## src/rtl/wsc_pkg.sv

```systemverilog
package wsc_pkg;
    localparam int NUM_SRC      = 18;
    localparam int NUM_GPIO     = 45;
    localparam int DW           = 32;
    localparam int AW           = 3;
    localparam int SRC_GPIO_AND = 1;
    localparam int SRC_GPIO_OR  = 2;

    localparam logic [AW-1:0] A_ENABLE  = 3'd0;
    localparam logic [AW-1:0] A_TYPE    = 3'd1;
    localparam logic [AW-1:0] A_AND_LO  = 3'd2;
    localparam logic [AW-1:0] A_AND_HI  = 3'd3;
    localparam logic [AW-1:0] A_OR_LO   = 3'd4;
    localparam logic [AW-1:0] A_OR_HI   = 3'd5;
    localparam logic [AW-1:0] A_STATUS  = 3'd6;
    localparam logic [AW-1:0] A_STATE   = 3'd7;

    typedef enum logic [2:0] {
        ST_PWR_DN    = 3'b000,
        ST_SHARED_UP = 3'b001,
        ST_PWR_UP    = 3'b010,
        ST_ACTIVE    = 3'b011,
        ST_DEEP      = 3'b100
    } host_state_e;
endpackage

```

## src/rtl/wsc_gpio_comb.sv

```systemverilog
module wsc_gpio_comb #(
    parameter int N = 45
) (
    input  logic [N-1:0] gpio,
    input  logic [N-1:0] and_mask,
    input  logic [N-1:0] or_mask,
    output logic         and_hit,
    output logic         or_hit
);
    logic [N-1:0] and_term;
    logic [N-1:0] or_term;

    for (genvar g = 0; g < N; g++) begin : g_term
        assign and_term[g] = gpio[g] | ~and_mask[g];
        assign or_term[g]  = gpio[g] &  or_mask[g];
    end

    assign and_hit = (|and_mask) & (&and_term);
    assign or_hit  = |or_term;
endmodule

```

## src/rtl/wsc_regs.sv

```systemverilog
module wsc_regs
    import wsc_pkg::*;
#(
    parameter int NS = 18,
    parameter int NG = 45,
    parameter int W  = 32
) (
    input  logic          clk,
    input  logic          rst_n,
    input  logic          bus_en,
    input  logic          bus_we,
    input  logic [AW-1:0] bus_addr,
    input  logic [W-1:0]  bus_wdata,
    output logic [W-1:0]  bus_rdata,
    input  logic [NS-1:0] src_eff,
    input  logic [2:0]    state,
    output logic [NS-1:0] en_q,
    output logic [NS-1:0] type_q,
    output logic [NG-1:0] and_mask,
    output logic [NG-1:0] or_mask,
    output logic [NS-1:0] status_q,
    output logic [NS-1:0] clr_vec
);
    localparam int HI_W = NG - W;

    logic [W-1:0]    and_lo_q, or_lo_q;
    logic [HI_W-1:0] and_hi_q, or_hi_q;
    logic            wr;

    assign wr       = bus_en & bus_we;
    assign clr_vec  = (wr && bus_addr == A_STATUS) ? bus_wdata[NS-1:0] : '0;
    assign and_mask = {and_hi_q, and_lo_q};
    assign or_mask  = {or_hi_q, or_lo_q};

    always_ff @(posedge clk or negedge rst_n) begin
        if (!rst_n) begin
            en_q     <= '0;
            type_q   <= '0;
            and_lo_q <= '1;
            and_hi_q <= '1;
            or_lo_q  <= '1;
            or_hi_q  <= '1;
        end else if (wr) begin
            unique case (bus_addr)
                A_ENABLE: en_q     <= bus_wdata[NS-1:0];
                A_TYPE:   type_q   <= bus_wdata[NS-1:0];
                A_AND_LO: and_lo_q <= bus_wdata;
                A_AND_HI: and_hi_q <= bus_wdata[HI_W-1:0];
                A_OR_LO:  or_lo_q  <= bus_wdata;
                A_OR_HI:  or_hi_q  <= bus_wdata[HI_W-1:0];
                default:  ;
            endcase
        end
    end

    always_ff @(posedge clk or negedge rst_n) begin
        if (!rst_n) status_q <= '0;
        else        status_q <= (status_q & ~clr_vec) | (src_eff & en_q);
    end

    always_comb begin
        bus_rdata = '0;
        unique case (bus_addr)
            A_ENABLE: bus_rdata[NS-1:0]   = en_q;
            A_TYPE:   bus_rdata[NS-1:0]   = type_q;
            A_AND_LO: bus_rdata           = and_lo_q;
            A_AND_HI: bus_rdata[HI_W-1:0] = and_hi_q;
            A_OR_LO:  bus_rdata           = or_lo_q;
            A_OR_HI:  bus_rdata[HI_W-1:0] = or_hi_q;
            A_STATUS: bus_rdata[NS-1:0]   = status_q;
            A_STATE:  bus_rdata[2:0]      = state;
            default:  bus_rdata           = '0;
        endcase
    end
endmodule

```

## src/rtl/wsc_fsm.sv

```systemverilog
module wsc_fsm
    import wsc_pkg::*;
#(
    parameter int NS = 18
) (
    input  logic          clk,
    input  logic          rst_n,
    input  logic [NS-1:0] pend,
    input  logic [NS-1:0] wtype,
    input  logic          sleep_cmd,
    output logic [2:0]    state_code
);
    host_state_e cur_q, nxt;
    logic        wake, slow;

    assign wake = |pend;
    assign slow = |(pend & ~wtype);

    always_ff @(posedge clk or negedge rst_n) begin
        if (!rst_n) cur_q <= ST_DEEP;
        else        cur_q <= nxt;
    end

    always_comb begin
        nxt = cur_q;
        unique case (cur_q)
            ST_DEEP:      if (wake) nxt = slow ? ST_PWR_UP : ST_ACTIVE;
            ST_PWR_UP:    nxt = ST_SHARED_UP;
            ST_SHARED_UP: nxt = ST_ACTIVE;
            ST_ACTIVE:    if (sleep_cmd) nxt = ST_PWR_DN;
            ST_PWR_DN:    nxt = ST_DEEP;
            default:      nxt = ST_DEEP;
        endcase
    end

    assign state_code = cur_q;
endmodule

```

## src/rtl/wake_src_ctrl.sv

```systemverilog
module wake_src_ctrl
    import wsc_pkg::*;
#(
    parameter int NUM_SRC  = wsc_pkg::NUM_SRC,
    parameter int NUM_GPIO = wsc_pkg::NUM_GPIO,
    parameter int DATA_W   = wsc_pkg::DW
) (
    input  logic                clk,
    input  logic                rst_n,
    input  logic [NUM_SRC-1:0]  src_req,
    input  logic [NUM_GPIO-1:0] gpio_in,
    input  logic                sleep_cmd,
    input  logic                bus_en,
    input  logic                bus_we,
    input  logic [AW-1:0]       bus_addr,
    input  logic [DATA_W-1:0]   bus_wdata,
    output logic [DATA_W-1:0]   bus_rdata,
    output logic [2:0]          host_state
);
    logic [NUM_SRC-1:0]  en_q, type_q, status_q, clr_vec, src_eff, pend;
    logic [NUM_GPIO-1:0] and_mask, or_mask;
    logic                and_hit, or_hit;

    wsc_gpio_comb #(.N(NUM_GPIO)) comb_i (
        .gpio(gpio_in), .and_mask(and_mask), .or_mask(or_mask),
        .and_hit(and_hit), .or_hit(or_hit)
    );

    always_comb begin
        src_eff               = src_req;
        src_eff[SRC_GPIO_AND] = and_hit;
        src_eff[SRC_GPIO_OR]  = or_hit;
    end

    wsc_regs #(.NS(NUM_SRC), .NG(NUM_GPIO), .W(DATA_W)) regs_i (
        .clk(clk), .rst_n(rst_n), .bus_en(bus_en), .bus_we(bus_we),
        .bus_addr(bus_addr), .bus_wdata(bus_wdata), .bus_rdata(bus_rdata),
        .src_eff(src_eff), .state(host_state), .en_q(en_q), .type_q(type_q),
        .and_mask(and_mask), .or_mask(or_mask), .status_q(status_q),
        .clr_vec(clr_vec)
    );

    assign pend = status_q & en_q;

    wsc_fsm #(.NS(NUM_SRC)) fsm_i (
        .clk(clk), .rst_n(rst_n), .pend(pend), .wtype(type_q),
        .sleep_cmd(sleep_cmd), .state_code(host_state)
    );
endmodule

```

## config.mk

```make
export PLATFORM = sky130hd
export DESIGN_NAME = wake_src_ctrl
export DESIGN_NICKNAME = d
export VERILOG_FILES = /design/src/rtl/wsc_pkg.sv /design/src/rtl/wsc_gpio_comb.sv /design/src/rtl/wsc_regs.sv /design/src/rtl/wsc_fsm.sv /design/src/rtl/wake_src_ctrl.sv
export SDC_FILE = /design/constraint.sdc
export NUM_CORES = 1
export LEC_CHECK = 0
export ABC_AREA = 1
export CORE_MARGIN = 1.5
export CORE_UTILIZATION = 53
export DETAILED_ROUTE_END_ITERATION = 8
export GPL_TIMING_DRIVEN = 1
export PLACE_DENSITY_LB_ADDON = 0.25
export SLEW_MARGIN = 40
export SYNTH_ARGS = -nofsm -noshare
export SYNTH_HDL_FRONTEND = slang
export SYNTH_SLANG_ARGS = --single-unit
```

## constraint.sdc

```tcl
create_clock -name clk -period 1.5 [get_ports clk]
set_input_delay 0.3 -clock clk [delete_from_list [all_inputs] [get_ports clk]]
set_output_delay 0.3 -clock clk [all_outputs]
set_load 0.01 [all_outputs]
```

==> metrics <==
status=complete, but fails checks; failing checks=negative setup slack; max-cap check violation count=0; portion of total power attributed to the clock network=0.313; final worst clock skew=8.06 ps; most instantiated cells after synthesis=370 x nand2_1, 122 x o21ai_0, 104 x inv_1, 91 x dfstp_2, 88 x nor2_1; Clock Path Buffers=2; Final GP Congestion=0.999; switch share=0.320; largest net degree at the start of global routing=53; core area=0.0140 mm^2; CP arrival=1520 ps; WHS=293 ps; P&R area growth vs syn=54.6%; yosys warns=0; initial antenna violation count=0; syn_area_per_cell=7.42 um^2; fin. max-slew vios=0; total internal power=10.7 mW; Layout Nets=1,470; Yosys reg bits=147; Worst Tran Pin Value=373 ps; die area=0.0152 mm^2; crit end category=output port; worst-path maximum fanout=2; Synth Flop Type=dfstp_2; ANT nets after route=0; Die Wd=123 um; number of synthesized flops with an enable pin=0; drt first pass iters=6; area of the multi-input gates=0.00361 mm^2; largest area contributor in the netlist=dfstp_2; # port buffers=135; # H-tree levels=4; DRC Markers=0; layout cells sized above 1=0.353; maximum vdd drop=1.03 mV; register area share after synthesis=0.495; Final period util=1.22; GRT Util Overall=0.407; Relative slew margins=0.751; Hold WC Path Type=primary input to asynchronous set/reset pin; Fillers=768; Cells after Synth=1,033; Leak=5.74 nW; final wirelength=31.4 mm; Post-Syn Area=0.00766 mm^2; kind of critical path=flop to output port; total negative slack=-5260 ps; largest cells by area after synthesis=dfstp_2 31%, dfrtp_1 18%, nand2_1 18%; CTS tree=built; post-place setup slack=-1080 ps; final hold vios=0; Starting Density=0.548; combinational share of power=0.313; Net Sw Power=5.03 mW; vias in the first global route=8,624; sequential share of power=0.374; post-route setup slack=-324 ps; clock transition at the registers of the reported paths=60 ps; top-count cell post-synth=nand2_1; Vias=9,235; row count=43; Final setup viols=31; DR vias/cell=5.92; minimum clock period=1820 ps; worst skew pair latency=440 ps; First DRT Iteration DRCs=1,322; Syn Nets=1,136; Reg area=0.00379 mm^2; post-synthesis cell type count=30; dpl hpwl=20.6 mm; Remaining Overflow, GRT=0; mean routed wirelength per cell=20.1 um; Max Clk Rate=548 MHz; CP Data Required Time=1200 ps; first-pass GRT wire length=45.5 mm; power density over the cells=1330 mW/mm^2; top-area cell type share of the netlist area=0.312; total CTS buffers=17; CTS Sinks=147; die height=123 um; Critical Path Start Type=flop; I/O pins=138; antenna cells=0; Synth async-reset ratio=1.00; RSZ-0062 raised after global routing=yes; CTS Root Cell=clkbuf_16
## path summary, 6_finish.rpt
check	from	endpoint	slack (ps)	cells after the start
min	rst_n	regs_i.type_q[8]	290	2
max reg2reg	regs_i.status_q[3]	fsm_i.state_code[0]	20	10
min in group clk	bus_wdata[25]	regs_i.or_lo_q[25]	400	3
max in group asynchronous	rst_n	regs_i.or_lo_q[15]	550	3
min reg2reg	regs_i.or_lo_q[21]	regs_i.or_lo_q[21]	480	2
max	regs_i.and_lo_q[12]	bus_rdata[12]	-320	5
## layout make-up
type | count | area share
flip-flops and latches | 147 | 0.320
multi-input cells | 739 | 0.304
repair buffers | 343 | 0.256
clock buffers | 25 | 0.0463
inverters | 115 | 0.0402
well taps | 180 | 0.0190
clock inverters | 7 | 0.0115
repair inverters | 4 | 0.00253
## metrics by stage
| stage | instances | cell area, um^2 | util | power [mW] |
|---|---|---|---|---|
| 4_1_cts | 1549 | 11600 | 0.828 | 15.2 |
| 5_1_grt | 1560 | 11900 | 0.847 | 16.3 |
| 2_1_floorplan | 1033 | 7660 | - | 7.50 |
| 3_3_place_gp | 1486 | 10500 | 0.754 | 9.97 |
| 3_5_place_dp | 1486 | 10500 | 0.754 | 10.1 |
| 6_report | 1560 | 11900 | 0.847 | 15.7 |
## per-layer routing
| layer | vias up | GRT usage | wire (um) |
|---|---|---|---|
| met1 | 4319 | 0.525 | 11600 |
| met2 | 740 | 0.631 | 14200 |
| met3 | 184 | 0.103 | 3700 |
| met4 | 0 | 0.218 | 1830 |
| met5 | - | 0 | 0 |
| li1 | 3992 | - | - |
## critical path, cell delays in order (launching register included)
cell and delay (ps):
dfstp_2 560, inv_2 80, o22ai_2 110, a21oi_1 60, nand4_1 130, buf_2 160
## cell usage in the layout (no fill, tap or decap), types with 7 or more instances in the layout
| cell | Yosys | final |
|---|---|---|
| a21oi_2 | 0 | 7 |
| clkdlybuf4s50_1 | 0 | 96 |
| buf_4 | 2 | 179 |
| inv_1 | 104 | 80 |
| dfstp_2 | 91 | 91 |
| dfrtp_1 | 56 | 55 |
| buf_2 | 30 | 30 |
| nor2_1 | 88 | 82 |
| clkbuf_16 | 0 | 20 |
| a22o_1 | 12 | 12 |
| inv_4 | 1 | 10 |
| nand2_4 | 2 | 7 |
| a21oi_1 | 14 | 7 |
| buf_12 | 0 | 18 |
| o21ai_1 | 66 | 71 |
| inv_2 | 10 | 24 |
| buf_6 | 0 | 16 |
| o21ai_2 | 0 | 17 |
| nand2_1 | 370 | 350 |
| nand3_1 | 24 | 18 |
| nand2_2 | 7 | 22 |
| nand4_1 | 8 | 8 |
| o21ai_0 | 122 | 99 |
## repair_timing
action | in CTS | in global routing
endpoints found under the hold margin | 21 | 0
hold buffers | 1 | 0
buffers inserted | 26 | 14
setup endpoints to repair | 121 | 37
gates resized for setup | 259 | 72
pin swaps | 52 | 44
gates cloned | 4 | 1
## power groups by stage
| stage | logic (mW) | registers [mW] | clock network, mW |
|---|---|---|---|
| 6_report | 4.92 | 5.88 | 4.92 |
| 5_1_grt | 5.28 | 5.92 | 5.08 |
| 4_1_cts | 4.49 | 5.78 | 4.90 |
| 3_5_place_dp | 4.36 | 5.76 | 0 |
| 3_3_place_gp | 4.23 | 5.75 | 0 |
| 2_1_floorplan | 1.78 | 5.72 | 0 |
## cells by family after synthesis
kind of cell | after synthesis | synth area share
flip-flops | 147 | 0.495
buffers and inverters | 147 | 0.0782
AO/OA/AOI/OAI | 233 | 0.164
AND/OR/NAND/NOR | 506 | 0.263
## state kept, by name, summed over array words and instances, names as in the netlist
name,cells
fsm_i.state_code,3
regs_i.and_hi_q,13
regs_i.and_lo_q,32
regs_i.en_q,18
regs_i.or_hi_q,13
regs_i.or_lo_q,32
regs_i.status_q,18
regs_i.type_q,18
(Power assumes the default switching activity.)
